--- src/rtl/clock_victim_pkg.sv ---
package clock_victim_pkg;
  typedef enum logic [0:0] {
    ST_IDLE = 1'b0,
    ST_SCAN = 1'b1
  } scan_state_e;
endpackage

--- src/rtl/use_bit_array.sv ---
module use_bit_array #(
  parameter int NUM_FRAMES = 64,
  localparam int FRAME_W = $clog2(NUM_FRAMES)
) (
  input  logic                  clk_i,
  input  logic                  rst_ni,
  input  logic                  set_en_i,
  input  logic [FRAME_W-1:0]    set_idx_i,
  input  logic                  scan_clr_en_i,
  input  logic [FRAME_W-1:0]    scan_clr_idx_i,
  input  logic                  sw_clr_en_i,
  input  logic [FRAME_W-1:0]    sw_clr_idx_i,
  output logic [NUM_FRAMES-1:0] use_o
);
  logic [NUM_FRAMES-1:0] use_q, use_d;

  for (genvar g = 0; g < NUM_FRAMES; g++) begin : g_frame
    logic hit_set, hit_clr;
    always_comb begin
      hit_set = set_en_i && (set_idx_i == FRAME_W'(g));
      hit_clr = (scan_clr_en_i && (scan_clr_idx_i == FRAME_W'(g))) ||
                (sw_clr_en_i   && (sw_clr_idx_i   == FRAME_W'(g)));
      // a set overrides any clear landing in the same cycle
      use_d[g] = hit_set || (use_q[g] && !hit_clr);
    end
  end

  always_ff @(posedge clk_i or negedge rst_ni) begin
    if (!rst_ni) use_q <= '0;
    else         use_q <= use_d;
  end

  assign use_o = use_q;
endmodule

--- src/rtl/victim_scan_fsm.sv ---
module victim_scan_fsm
  import clock_victim_pkg::*;
#(
  parameter int NUM_FRAMES = 64,
  localparam int FRAME_W = $clog2(NUM_FRAMES)
) (
  input  logic               clk_i,
  input  logic               rst_ni,
  input  logic               req_i,
  input  logic               bit_at_ptr_i,
  output logic [FRAME_W-1:0] ptr_o,
  output logic               clr_en_o,
  output logic               busy_o,
  output logic               done_o,
  output logic [FRAME_W-1:0] victim_o
);
  localparam logic [FRAME_W-1:0] LAST = FRAME_W'(NUM_FRAMES - 1);

  scan_state_e        state_q, state_d;
  logic [FRAME_W-1:0] ptr_q, ptr_d, victim_q, victim_d;
  logic               done_q, done_d;
  logic               ptr_en;

  always_comb begin
    state_d  = state_q;
    ptr_d    = ptr_q;
    victim_d = victim_q;
    done_d   = 1'b0;
    clr_en_o = 1'b0;
    unique case (state_q)
      ST_IDLE: if (req_i) state_d = ST_SCAN;
      ST_SCAN: begin
        ptr_d = (ptr_q == LAST) ? '0 : ptr_q + 1'b1;
        if (bit_at_ptr_i) begin
          clr_en_o = 1'b1;
        end else begin
          victim_d = ptr_q;
          done_d   = 1'b1;
          state_d  = ST_IDLE;
        end
      end
      default: state_d = ST_IDLE;
    endcase
  end

  assign ptr_en = (state_q == ST_SCAN);

  always_ff @(posedge clk_i or negedge rst_ni) begin
    if (!rst_ni) begin
      state_q  <= ST_IDLE;
      ptr_q    <= '0;
      victim_q <= '0;
      done_q   <= 1'b0;
    end else begin
      state_q <= state_d;
      done_q  <= done_d;
      if (ptr_en) ptr_q    <= ptr_d;
      if (done_d) victim_q <= victim_d;
    end
  end

  assign ptr_o    = ptr_q;
  assign busy_o   = (state_q == ST_SCAN);
  assign done_o   = done_q;
  assign victim_o = victim_q;
endmodule

--- src/rtl/clock_victim_sel.sv ---
module clock_victim_sel #(
  parameter int NUM_FRAMES = 64,
  localparam int FRAME_W = $clog2(NUM_FRAMES)
) (
  input  logic               clk_i,
  input  logic               rst_ni,
  input  logic               acc_valid_i,
  input  logic [FRAME_W-1:0] acc_frame_i,
  input  logic               repl_req_i,
  input  logic               sw_clr_valid_i,
  input  logic [FRAME_W-1:0] sw_clr_frame_i,
  input  logic [FRAME_W-1:0] sw_rd_frame_i,
  output logic               sw_rd_bit_o,
  output logic               busy_o,
  output logic               done_o,
  output logic [FRAME_W-1:0] victim_o
);
  logic [NUM_FRAMES-1:0] use_q;
  logic [FRAME_W-1:0]    ptr_q;
  logic                  scan_clr;

  use_bit_array #(.NUM_FRAMES(NUM_FRAMES)) u_bits (
    .clk_i          (clk_i),
    .rst_ni         (rst_ni),
    .set_en_i       (acc_valid_i),
    .set_idx_i      (acc_frame_i),
    .scan_clr_en_i  (scan_clr),
    .scan_clr_idx_i (ptr_q),
    .sw_clr_en_i    (sw_clr_valid_i),
    .sw_clr_idx_i   (sw_clr_frame_i),
    .use_o          (use_q)
  );

  victim_scan_fsm #(.NUM_FRAMES(NUM_FRAMES)) u_fsm (
    .clk_i        (clk_i),
    .rst_ni       (rst_ni),
    .req_i        (repl_req_i),
    .bit_at_ptr_i (use_q[ptr_q]),
    .ptr_o        (ptr_q),
    .clr_en_o     (scan_clr),
    .busy_o       (busy_o),
    .done_o       (done_o),
    .victim_o     (victim_o)
  );

  assign sw_rd_bit_o = use_q[sw_rd_frame_i];
endmodule

--- config.mk ---
export PLATFORM = sky130hd
export DESIGN_NAME = clock_victim_sel
export DESIGN_NICKNAME = d
export VERILOG_FILES = /design/src/rtl/clock_victim_pkg.sv /design/src/rtl/use_bit_array.sv /design/src/rtl/victim_scan_fsm.sv /design/src/rtl/clock_victim_sel.sv
export SDC_FILE = /design/constraint.sdc
export NUM_CORES = 1
export LEC_CHECK = 0
export BUFFER_PORTS_ARGS = -buffer_cell sky130_fd_sc_hd__buf_4
export CAP_MARGIN = 20
export CELL_PAD_IN_SITES_DETAIL_PLACEMENT = 0
export CELL_PAD_IN_SITES_GLOBAL_PLACEMENT = 1
export CORE_ASPECT_RATIO = 0.9
export CORE_MARGIN = 8
export CORE_UTILIZATION = 35
export CTS_BUF_LIST = sky130_fd_sc_hd__clkbuf_4
export DETAILED_ROUTE_END_ITERATION = 16
export GPL_ROUTABILITY_DRIVEN = 1
export PLACE_DENSITY_LB_ADDON = 0.1
export SETUP_SLACK_MARGIN = 0.4
export SYNTH_ARGS = -nofsm -noshare
export SYNTH_HDL_FRONTEND = slang
export SYNTH_SLANG_ARGS = --single-unit
--- constraint.sdc ---
create_clock -name clk_i -period 3.2 [get_ports clk_i]
set_input_delay 0.48 -clock clk_i [delete_from_list [all_inputs] [get_ports clk_i]]
set_output_delay 0.48 -clock clk_i [all_outputs]
set_load 0.05 [all_outputs]
==> summary.md, run 1 <==
| Metric | Value |
|---|---|
| Critical path data required time | 2.72 ns |
| Gpl congestion | 0.8811 |
| Inserted Clock Buffers | 9 |
| Cells after DPL | 632 |
| Routed WL | 18.30 mm |
| Total track usage | 21.29% |
| Top cell by count, worst path | mux4_2 |
| Initial Utilization | 35.78% |
| Crit-path slowest cell | mux4_2 |
| Peak supply drop | 0.0003055 V |
| Largest net degree at the start of global routing | 79 |
| Rel. slew slack | 31.58% |
| Min-delay worst type | in2reg |
| Via/cell ratio | 6.650 |
| CTS tree | built |
| Syn Nets | 484 |
| # rows | 40 |
| Post-route cell area | 5328 sq um |
| Fraction of registers with async set/reset | 100.0% |
| Clock-pin transition on the worst setup and hold timing paths | 0.13 ns |
| Die width | 139.0 um |
| GR Layer Usage met3 | 6.187% |
| Post-synth top area share | 40.98% |
| Cell family contributing the most delay on the critical path | multiplexers |
| Port bufs | 31 |
| Slew Limit Fails | 0 |
| Worst skew pair latency | 0.48 ns |
| Starting DRT DRC Count | 396 |
| Nets@finish | 506 |
| Share of layout cells above drive strength 1 | 18.63% |
| CP max FO | 3 |
| Core Region | 13,310 sq um |
| Clock sink count | 78 |
| Io pins | 32 |
| EDFF count, synth | 0 |
| Dominant synthesized flop cell | dfrtp_1 |
| Final worst path period need | 2.909 ns |
| Area leader, netlist | dfrtp_1 |
| CP bufs+invs | 1 |
| GR Util met1 | 28.35% |
| Die height | 126.7 um |
| Clock Skews | 0.01178 ns |
| Number of global-route vias before repair | 4,468 |
| Kind of critical path | reg2out |
| DR pass1 iterations | 5 |
| Fin crit share | 90.90% |
| Initial antenna violation count | 1 |
| Clock Path Buffers | 2 |
| Top-count cell post-synth | dfrtp_1 |
| Unrepaired setup endpoints after global routing | true |
| Least-Margin Pin Slew | 1.023 ns |
| Hold Worst Slack | 0.2121 ns |
| Synth area leaders | dfrtp_1, o221ai_1, mux4_2 |
| Pleak | 2.055 nW |
| Cells after synthesis | 457 |
| Distinct cells, synth | 46 |
| Fin. Hold Viols | 0 |
| Post-DP HPWL | 13.02 mm |
| Placed cell area | 5120 sq um |
| DRC | 0 |
| DRT antenna net count | 0 |
| Area Growth Syn to Fin | 11.85% |
| Fin cells | 652 |
| Ys Warns | 0 |
| Cell area after synthesis | 4763 sq um |
| Via count | 4,336 |
| Die area | 17,600 sq um |
| First-pass GRT wire length | 28.13 mm |
| Synth Area per Inst | 10.42 sq um |
| DR WL/cell | 28.07 um |
| Startpoint class of the critical path | flop |
| # setup viols final | 0 |
| Crit-path cells | mux4_2 -> mux4_2 -> nor2b_4 -> a211oi_2 -> a21oi_2 -> buf_6 |
| Total power | 4.646 mW |
| Met2 Use GR | 32.40% |
| Gr ovfl total | 0 |
| Status | completed |
| Crit path DAT | 2.43 ns |
| Power per Cell Area | 872.1 nW/um^2 |
| Fmax | 343.8 MHz |
| Root Driver | clkbuf_4 |
| Max stage delay on crit path | 0.50 ns |
| H-tree lvl count | 3 |
| GR peak layer | met2 |
| Sequential area share after synthesis | 40.98% |
| Max-Cap Viols | 0 |
| Critical path endpoint category | output port |
| Setup total negative slack | 0 ns |
| Yosys reg bits | 78 |
| Commonest cells post-synth | dfrtp_1, o21ai_0, o221ai_1, nand2_1, mux2i_1 |
-- kinds of logic (layout without fill, tap and decap cells) --
family          count (synthesis)  count (layout)  synth area share, %
compound gates                157             157                23.17
simple gates                  122             122                12.69
flops                          78              78                40.98
mux                            58              58                17.97
buf+inv                        35              61                3.598
fa+ha+maj                       4               4                1.051
xor+xnor                        3               3               0.5517
other cells                     0               1                    0
-- area by class of cell --
cell class              count  area, sq um
fillers                  1340         7985
multi-input cells         344         2661
flip-flops and latches     78         1953
repair buffers             42        359.1
well taps                 168        210.2
clock buffers              10        75.07
clock inverters             5        51.30
inverters                   4        15.01
diodes                      1        2.502
-- stage by stage --
step	setup WS, ns	util (%)
after floorplan	0.4014	-
final	0.2910	40.02
after global placement	0.3060	38.46
after CTS	0.2649	39.59
after global routing	0.1932	40.02
after detailed placement	0.2940	38.46
-- worst reg2reg max path, cell delays in order, from the launching register on --
cell and delay [ns]:
dfrtp_2 0.61, buf_12 0.26, mux2i_1 0.16, a22oi_1 0.25, nand3_1 0.14, a211o_1 0.65, o221ai_1 0.34, o21ai_0 0.15
-- state kept, by name, summed over array words and instances (netlist names) --
signal,count
u_bits.use_o,64
u_fsm.busy_o,1
u_fsm.done_o,1
u_fsm.ptr_o,6
u_fsm.victim_o,6
-- final timing paths --
check | start | endpoint | slack [ns] | cells after the start
max | u_bits.use_o[11] | sw_rd_bit_o | 0.29 | 6
min | repl_req_i | u_fsm.busy_o | 0.21 | 3
max reg2reg | u_fsm.ptr_o[1] | u_bits.use_o[16] | 0.49 | 7
min reg2reg | u_fsm.victim_o[2] | u_fsm.victim_o[2] | 0.53 | 1
max in group asynchronous | rst_ni | u_bits.use_o[53] | 2.09 | 3
min in group asynchronous | rst_ni | u_bits.use_o[15] | 0.50 | 2
-- power by group --
| group | switching (mW) | leakage, nW | internal [mW] |
|---|---|---|---|
| Sequential | 0.468 | 0.995 | 1.31 |
| Combinational | 1.27 | 0.991 | 0.996 |
| Clock | 0.374 | 0.0697 | 0.237 |
| Total | 2.11 | 2.06 | 2.54 |
-- placed cells by master (no fill, tap or decap), types with 2 or more instances in the layout --
cell type  netlist  routed
dfrtp_1         78      77
o21ai_0         67      67
o221ai_1        60      60
nand2_1         48      48
buf_4            3      37
mux2i_1         33      33
mux4_2          20      20
nand3_1         18      18
nor2_1          14      14
clkbuf_4         0      10
nor2b_1         12       9
a22oi_1          8       8
mux2_4           5       5
and2_1           3       4
a22o_1           4       4
inv_1            4       4
nand3b_1         4       4
ha_1             4       4
nand2b_1         3       3
and3_1           3       3
nor3_1           3       3
o22ai_1          3       3
xnor2_1          3       3
buf_12           0       3
nor2b_2          0       2
and4_1           2       2
a21oi_1          3       2
or2_1            2       2
or3b_2           2       2
o21ai_1          2       2
nor3b_1          2       2
nand4_1          2       2
o31ai_1          2       2
clkinv_2         0       2
-- routing by layer --
metal	vias up	wire [um]
met5	-	0
met4	0	375
met1	2243	8353
met2	207	8191
li1	1847	-
met3	39	1383
-- repair_timing --
| action | CTS | global route |
|---|---|---|
| hold buffers | 0 | 1 |
| buffers inserted | 1 | 1 |
| endpoints found under the hold margin | 0 | 38 |
| pin swaps | 1 | 1 |
| resized for setup | 4 | 3 |
| setup endpoints to repair | 1 | 16 |
| gates cloned | 0 | 0 |
Note: power is estimated with default switching activity, not from simulation.
==> inputs of run 2 (changes only) <==
Settings changed: CORE_ASPECT_RATIO 0.9 to 1.4.
==> summary.md, run 2 (same netlist as run 1, synthesis figures left out) <==
| Metric | Value |
|---|---|
| Status | finished with violations |
| Failing checks | negative hold slack |
| Least-Margin Pin Slew | 0.9572 ns |
| CTS tree | built |
| Total track usage | 21.24% |
| Top sig layer | met4 |
| Place WS | 0.2707 ns |
| Slack of the critical path | 0.2863 ns |
| Util after Layout | 40.27% |
| CP bufs+invs | 1 |
| Die width | 114.6 um |
| Area Growth Syn to Fin | 12.66% |
| Io pins | 32 |
| Die area | 17,650 sq um |
| Pleak | 2.071 nW |
| Root Driver | clkbuf_4 |
| # setup viols final | 0 |
| DR WL/cell | 27.39 um |
| Port bufs | 31 |
| Min-delay worst type | in2async |
| Critical path data required time | 2.72 ns |
| Total power | 4.697 mW |
| Cell family contributing the most delay on the critical path | multiplexers |
| H-tree lvl count | 3 |
| Crit-path slowest cell | mux4_2 |
| DR pass1 iterations | 4 |
| Post-route cell area | 5366 sq um |
| Crit path DAT | 2.43 ns |
| Clock Path Buffers | 2 |
| Number of global-route vias before repair | 4,320 |
| Placed cell area | 5122 sq um |
| DRC | 0 |
| Core Region | 13,330 sq um |
| Rel. slew slack | 36.01% |
| Commonest cells after routing, fill and taps aside | dfrtp_1, o21ai_0, o221ai_1 |
| Fin crit share | 91.05% |
| Met1 WL | 7.320 mm |
| Inserted Clock Buffers | 9 |
| CP max FO | 2 |
| R2R Path Start | u_fsm.ptr_o[1] |
| Startpoint class of the critical path | flop |
| Max reg flops | 64 |
| Largest net degree at the start of global routing | 79 |
| Final worst path period need | 2.914 ns |
| # rows | 50 |
| Most common cell after layout, fill and taps aside | dfrtp_1 |
| Flop-to-flop setup slack | 0.61 ns |
| Share of layout cells above drive strength 1 | 19.67% |
| Max stage delay on crit path | 0.50 ns |
| Clock Skews | 0.01668 ns |
| Crit-path cells | mux4_2 -> mux4_2 -> nor2b_1 -> a211oi_2 -> a21oi_2 -> buf_6 |
| DRT antenna net count | 0 |
| Clock-pin transition on the worst setup and hold timing paths | 0.14 ns |
| Number of fill cells | 1,345 |
| DR WL met3 | 1.157 mm |
| Initial Utilization | 35.75% |
| Max-Cap Viols | 0 |
| Fin. Hold Viols | 4 |
| Critical path endpoint category | output port |
| Hold Worst Slack | -0.01256 ns |
| Fmax | 343.2 MHz |
| Routed WL | 18.41 mm |
| Cells after DPL | 644 |
| Via/cell ratio | 6.446 |
| Via count | 4,332 |
| First-pass GRT wire length | 27.60 mm |
| Initial antenna violation count | 1 |
| Fin cells | 672 |
| Kind of critical path | reg2out |
| Clock sink count | 78 |
| Die height | 154.0 um |
| Post-DP HPWL | 13.05 mm |
| Storage element area | 1953 sq um |
| R2r worst-path depth | 7 |
| Gpl congestion | 0.8803 |
| Metal2 WL | 9.157 mm |
| Setup total negative slack | 0 ns |
| Peak supply drop | 0.0003480 V |
| Starting DRT DRC Count | 462 |
| Unrepaired setup endpoints after global routing | true |
| Top cell by count, worst path | mux4_2 |
| CTS Hold Bufs | 0 |
| Slew Limit Fails | 0 |
| Power per Cell Area | 875.2 nW/um^2 |
| Gr ovfl total | 0 |
| Reg-to-Reg End | u_fsm.victim_o[2] |
| Nets@finish | 510 |
| Multi-input gate area | 2654 sq um |
| Worst skew pair latency | 0.46 ns |
run 2: changes by cell type in the layout (fill, tap and decap cells not counted):
cell and delta:
buf_12 -1, buf_4 +6, clkinv_1 -1, clkinvlp_4 +2, diode_2 +1, dlygate4sd3_1 -1, nor2b_1 +1, nor2b_4 -1
run 2: timing repair:
action | in CTS | in global routing
gates cloned | 0 | 0
pin swaps | 1 | 0
gates resized for setup | 2 | 3
endpoints found under the setup margin | 1 | 13
endpoints found under the hold margin | 0 | 0
setup buffers | 6 | 3
run 2: routing by layer:
layer / track usage [%] / vias to the layer above
met5: 0 / -
met4: 10.44 / 0
met3: 4.038 / 45
met2: 35.32 / 209
met1: 25.51 / 2220
li1: - / 1858
run 2: power by group:
part	leakage (nW)	total (mW)	internal (mW)	switching [mW]
clock network	0.0684	0.632	0.244	0.388
logic	1.01	2.35	1.01	1.34
registers	0.995	1.71	1.31	0.406
run 2: worst max path at each step:
stage               slack [ns]           to  cells past startpoint              from
detailed placement        0.27  sw_rd_bit_o                      7  sw_rd_frame_i[0]
global route              0.23  sw_rd_bit_o                      6   u_bits.use_o[7]
floorplan                 0.40  sw_rd_bit_o                      6  sw_rd_frame_i[1]
finish                    0.29  sw_rd_bit_o                      6   u_bits.use_o[7]
global placement          0.28  sw_rd_bit_o                      7  sw_rd_frame_i[0]
CTS                       0.34  sw_rd_bit_o                      6   u_bits.use_o[7]
run 2: cell type report:
cell class / instances / share of cell area [%]
multi-input cells: 344 / 49.45
flip-flops and latches: 78 / 36.40
repair buffers: 46 / 6.971
well taps: 182 / 4.243
clock buffers: 10 / 1.399
clock inverters: 6 / 1.166
inverters: 4 / 0.2798
diodes: 2 / 0.09326
==> inputs of run 3 (changes only) <==
Settings changed: CORE_UTILIZATION 35 to 45.
==> summary.md, run 3 (same netlist as run 1, synthesis figures left out) <==
| Metric | Value |
|---|---|
| Root Driver | clkbuf_4 |
| Met2 Use GR | 41.01% |
| CTS tree | built |
| Inserted Clock Buffers | 9 |
| DR pass1 iterations | 4 |
| Number of fill cells | 1,006 |
| Clock Skews | 0.01624 ns |
| GR peak layer | met2 |
| Die width | 103.0 um |
| H-tree lvl count | 3 |
| Gpl congestion | 0.8992 |
| Ant. Diodes | 0 |
| Share of layout cells above drive strength 1 | 19.18% |
| Largest net degree at the start of global routing | 79 |
| Die height | 137.7 um |
| Gr ovfl total | 0 |
| Power per Cell Area | 892.6 nW/um^2 |
| Unrepaired setup endpoints after global routing | true |
| GR Util met1 | 29.93% |
| Clock-pin transition on the worst setup and hold timing paths | 0.14 ns |
| Slew Limit Fails | 0 |
| Post-route cell area | 5353 sq um |
| Startpoint class of the critical path | flop |
| Commonest cells after routing, fill and taps aside | dfrtp_1, o21ai_0, o221ai_1 |
| DRT antenna net count | 0 |
| Min-delay worst type | in2reg |
| Via count | 4,276 |
| R2r worst-path depth | 7 |
| Via/cell ratio | 6.864 |
| Critical path data required time | 2.72 ns |
| Setup total negative slack | 0 ns |
| Worst skew pair latency | 0.45 ns |
| Area Growth Syn to Fin | 12.37% |
| Fin. Hold Viols | 0 |
| Hold path depth | 3 |
| Slack of the critical path | 0.3325 ns |
| GR Layer Usage met3 | 5.513% |
| Rel. slew slack | 37.71% |
| DRC | 0 |
| Initial antenna violation count | 0 |
| Port bufs | 31 |
| Starting DRT DRC Count | 358 |
| Least-Margin Pin Slew | 0.9316 ns |
| # rows | 44 |
| Fmax | 348.7 MHz |
| Routed WL | 16.91 mm |
| Total track usage | 25.03% |
| Nets@finish | 507 |
| Core Region | 10,350 sq um |
| Final worst path period need | 2.867 ns |
| Clock Path Buffers | 2 |
| Initial Utilization | 46.02% |
| Fin crit share | 89.61% |
| Clock sink count | 78 |
| Number of global-route vias before repair | 4,405 |
| Kind of critical path | reg2out |
| Pleak | 2.092 nW |
| Io pins | 32 |
| Placed cell area | 5067 sq um |
| Crit path DAT | 2.39 ns |
| Critical path endpoint category | output port |
| Die area | 14,180 sq um |
| Peak supply drop | 0.0003416 V |
| Status | completed |
| Max reg flops | 64 |
| Total power | 4.778 mW |
| Place WS | 0.2514 ns |
| Max-Cap Viols | 0 |
| First-pass GRT wire length | 26.00 mm |
| CP max FO | 3 |
| Post-DP HPWL | 11.99 mm |
| Most common cell after layout, fill and taps aside | dfrtp_1 |
| # setup viols final | 0 |
| DR WL/cell | 27.14 um |
[run 3: cell types whose count changed in the layout (fill, tap and decap cells not counted), moves of 2 or more]
cell	before	now
bufinv_16	1	3
clkinvlp_4	3	0
diode_2	2	0
buf_4	43	39
clkinv_4	0	2
[run 3: worst paths after layout]
check                                   from                end  slack, ns
max                         u_bits.use_o[11]        sw_rd_bit_o       0.33
min                               repl_req_i       u_fsm.busy_o       0.24
max reg2reg                   u_fsm.ptr_o[1]  u_fsm.victim_o[0]       0.53
min reg2reg                u_fsm.victim_o[0]  u_fsm.victim_o[0]       0.53
max in group asynchronous             rst_ni   u_bits.use_o[36]       2.11
min in group asynchronous             rst_ni  u_fsm.victim_o[5]       0.49
[run 3: where the power goes]
part	total [mW]	internal, mW	switching, mW
logic	2.26	0.985	1.27
clock network	0.780	0.399	0.380
registers	1.74	1.31	0.434
total	4.78	2.69	2.09
[run 3: metrics by stage]
stage	hold WS (ns)	cells	utilization [%]
after floorplan	0.1844	457	-
after global placement	0.4987	600	48.96
after detailed placement	0.5018	600	48.96
after CTS	0.2110	621	51.31
after global routing	0.2196	623	51.72
final	0.2400	623	51.72
[run 3: timing repair]
item                                    4_1_cts  5_1_grt
endpoints found under the hold margin         0       31
endpoints found under the setup margin        1        9
hold buffers                                  0        1
setup buffers                                 5        0
pin swaps                                     1        0
resized for setup                             4        2
[run 3: routing by layer]
| layer | up-vias | routed length [um] |
|---|---|---|
| li1 | 1853 | - |
| met1 | 2125 | 6508 |
| met2 | 246 | 8290 |
| met3 | 52 | 1439 |
| met4 | 0 | 668 |
| met5 | - | 0 |
[run 3: critical path, stage by stage, from the launching register on]
cell      delay (ns)
dfrtp_1         0.45
mux4_2          0.48
mux4_2          0.47
nor2b_4         0.14
a211oi_2        0.17
a21oi_2         0.07
buf_6           0.16
[run 3: layout make-up]
cell class / count / area, sq um / share of cell area, %
clock inverters: 7 / 121.4 / 2.267
flip-flops and latches: 78 / 1953 / 36.49
well taps: 138 / 172.7 / 3.226
repair buffers: 43 / 361.6 / 6.756
inverters: 4 / 15.01 / 0.2805
multi-input cells: 344 / 2661 / 49.72
clock buffers: 9 / 67.56 / 1.262
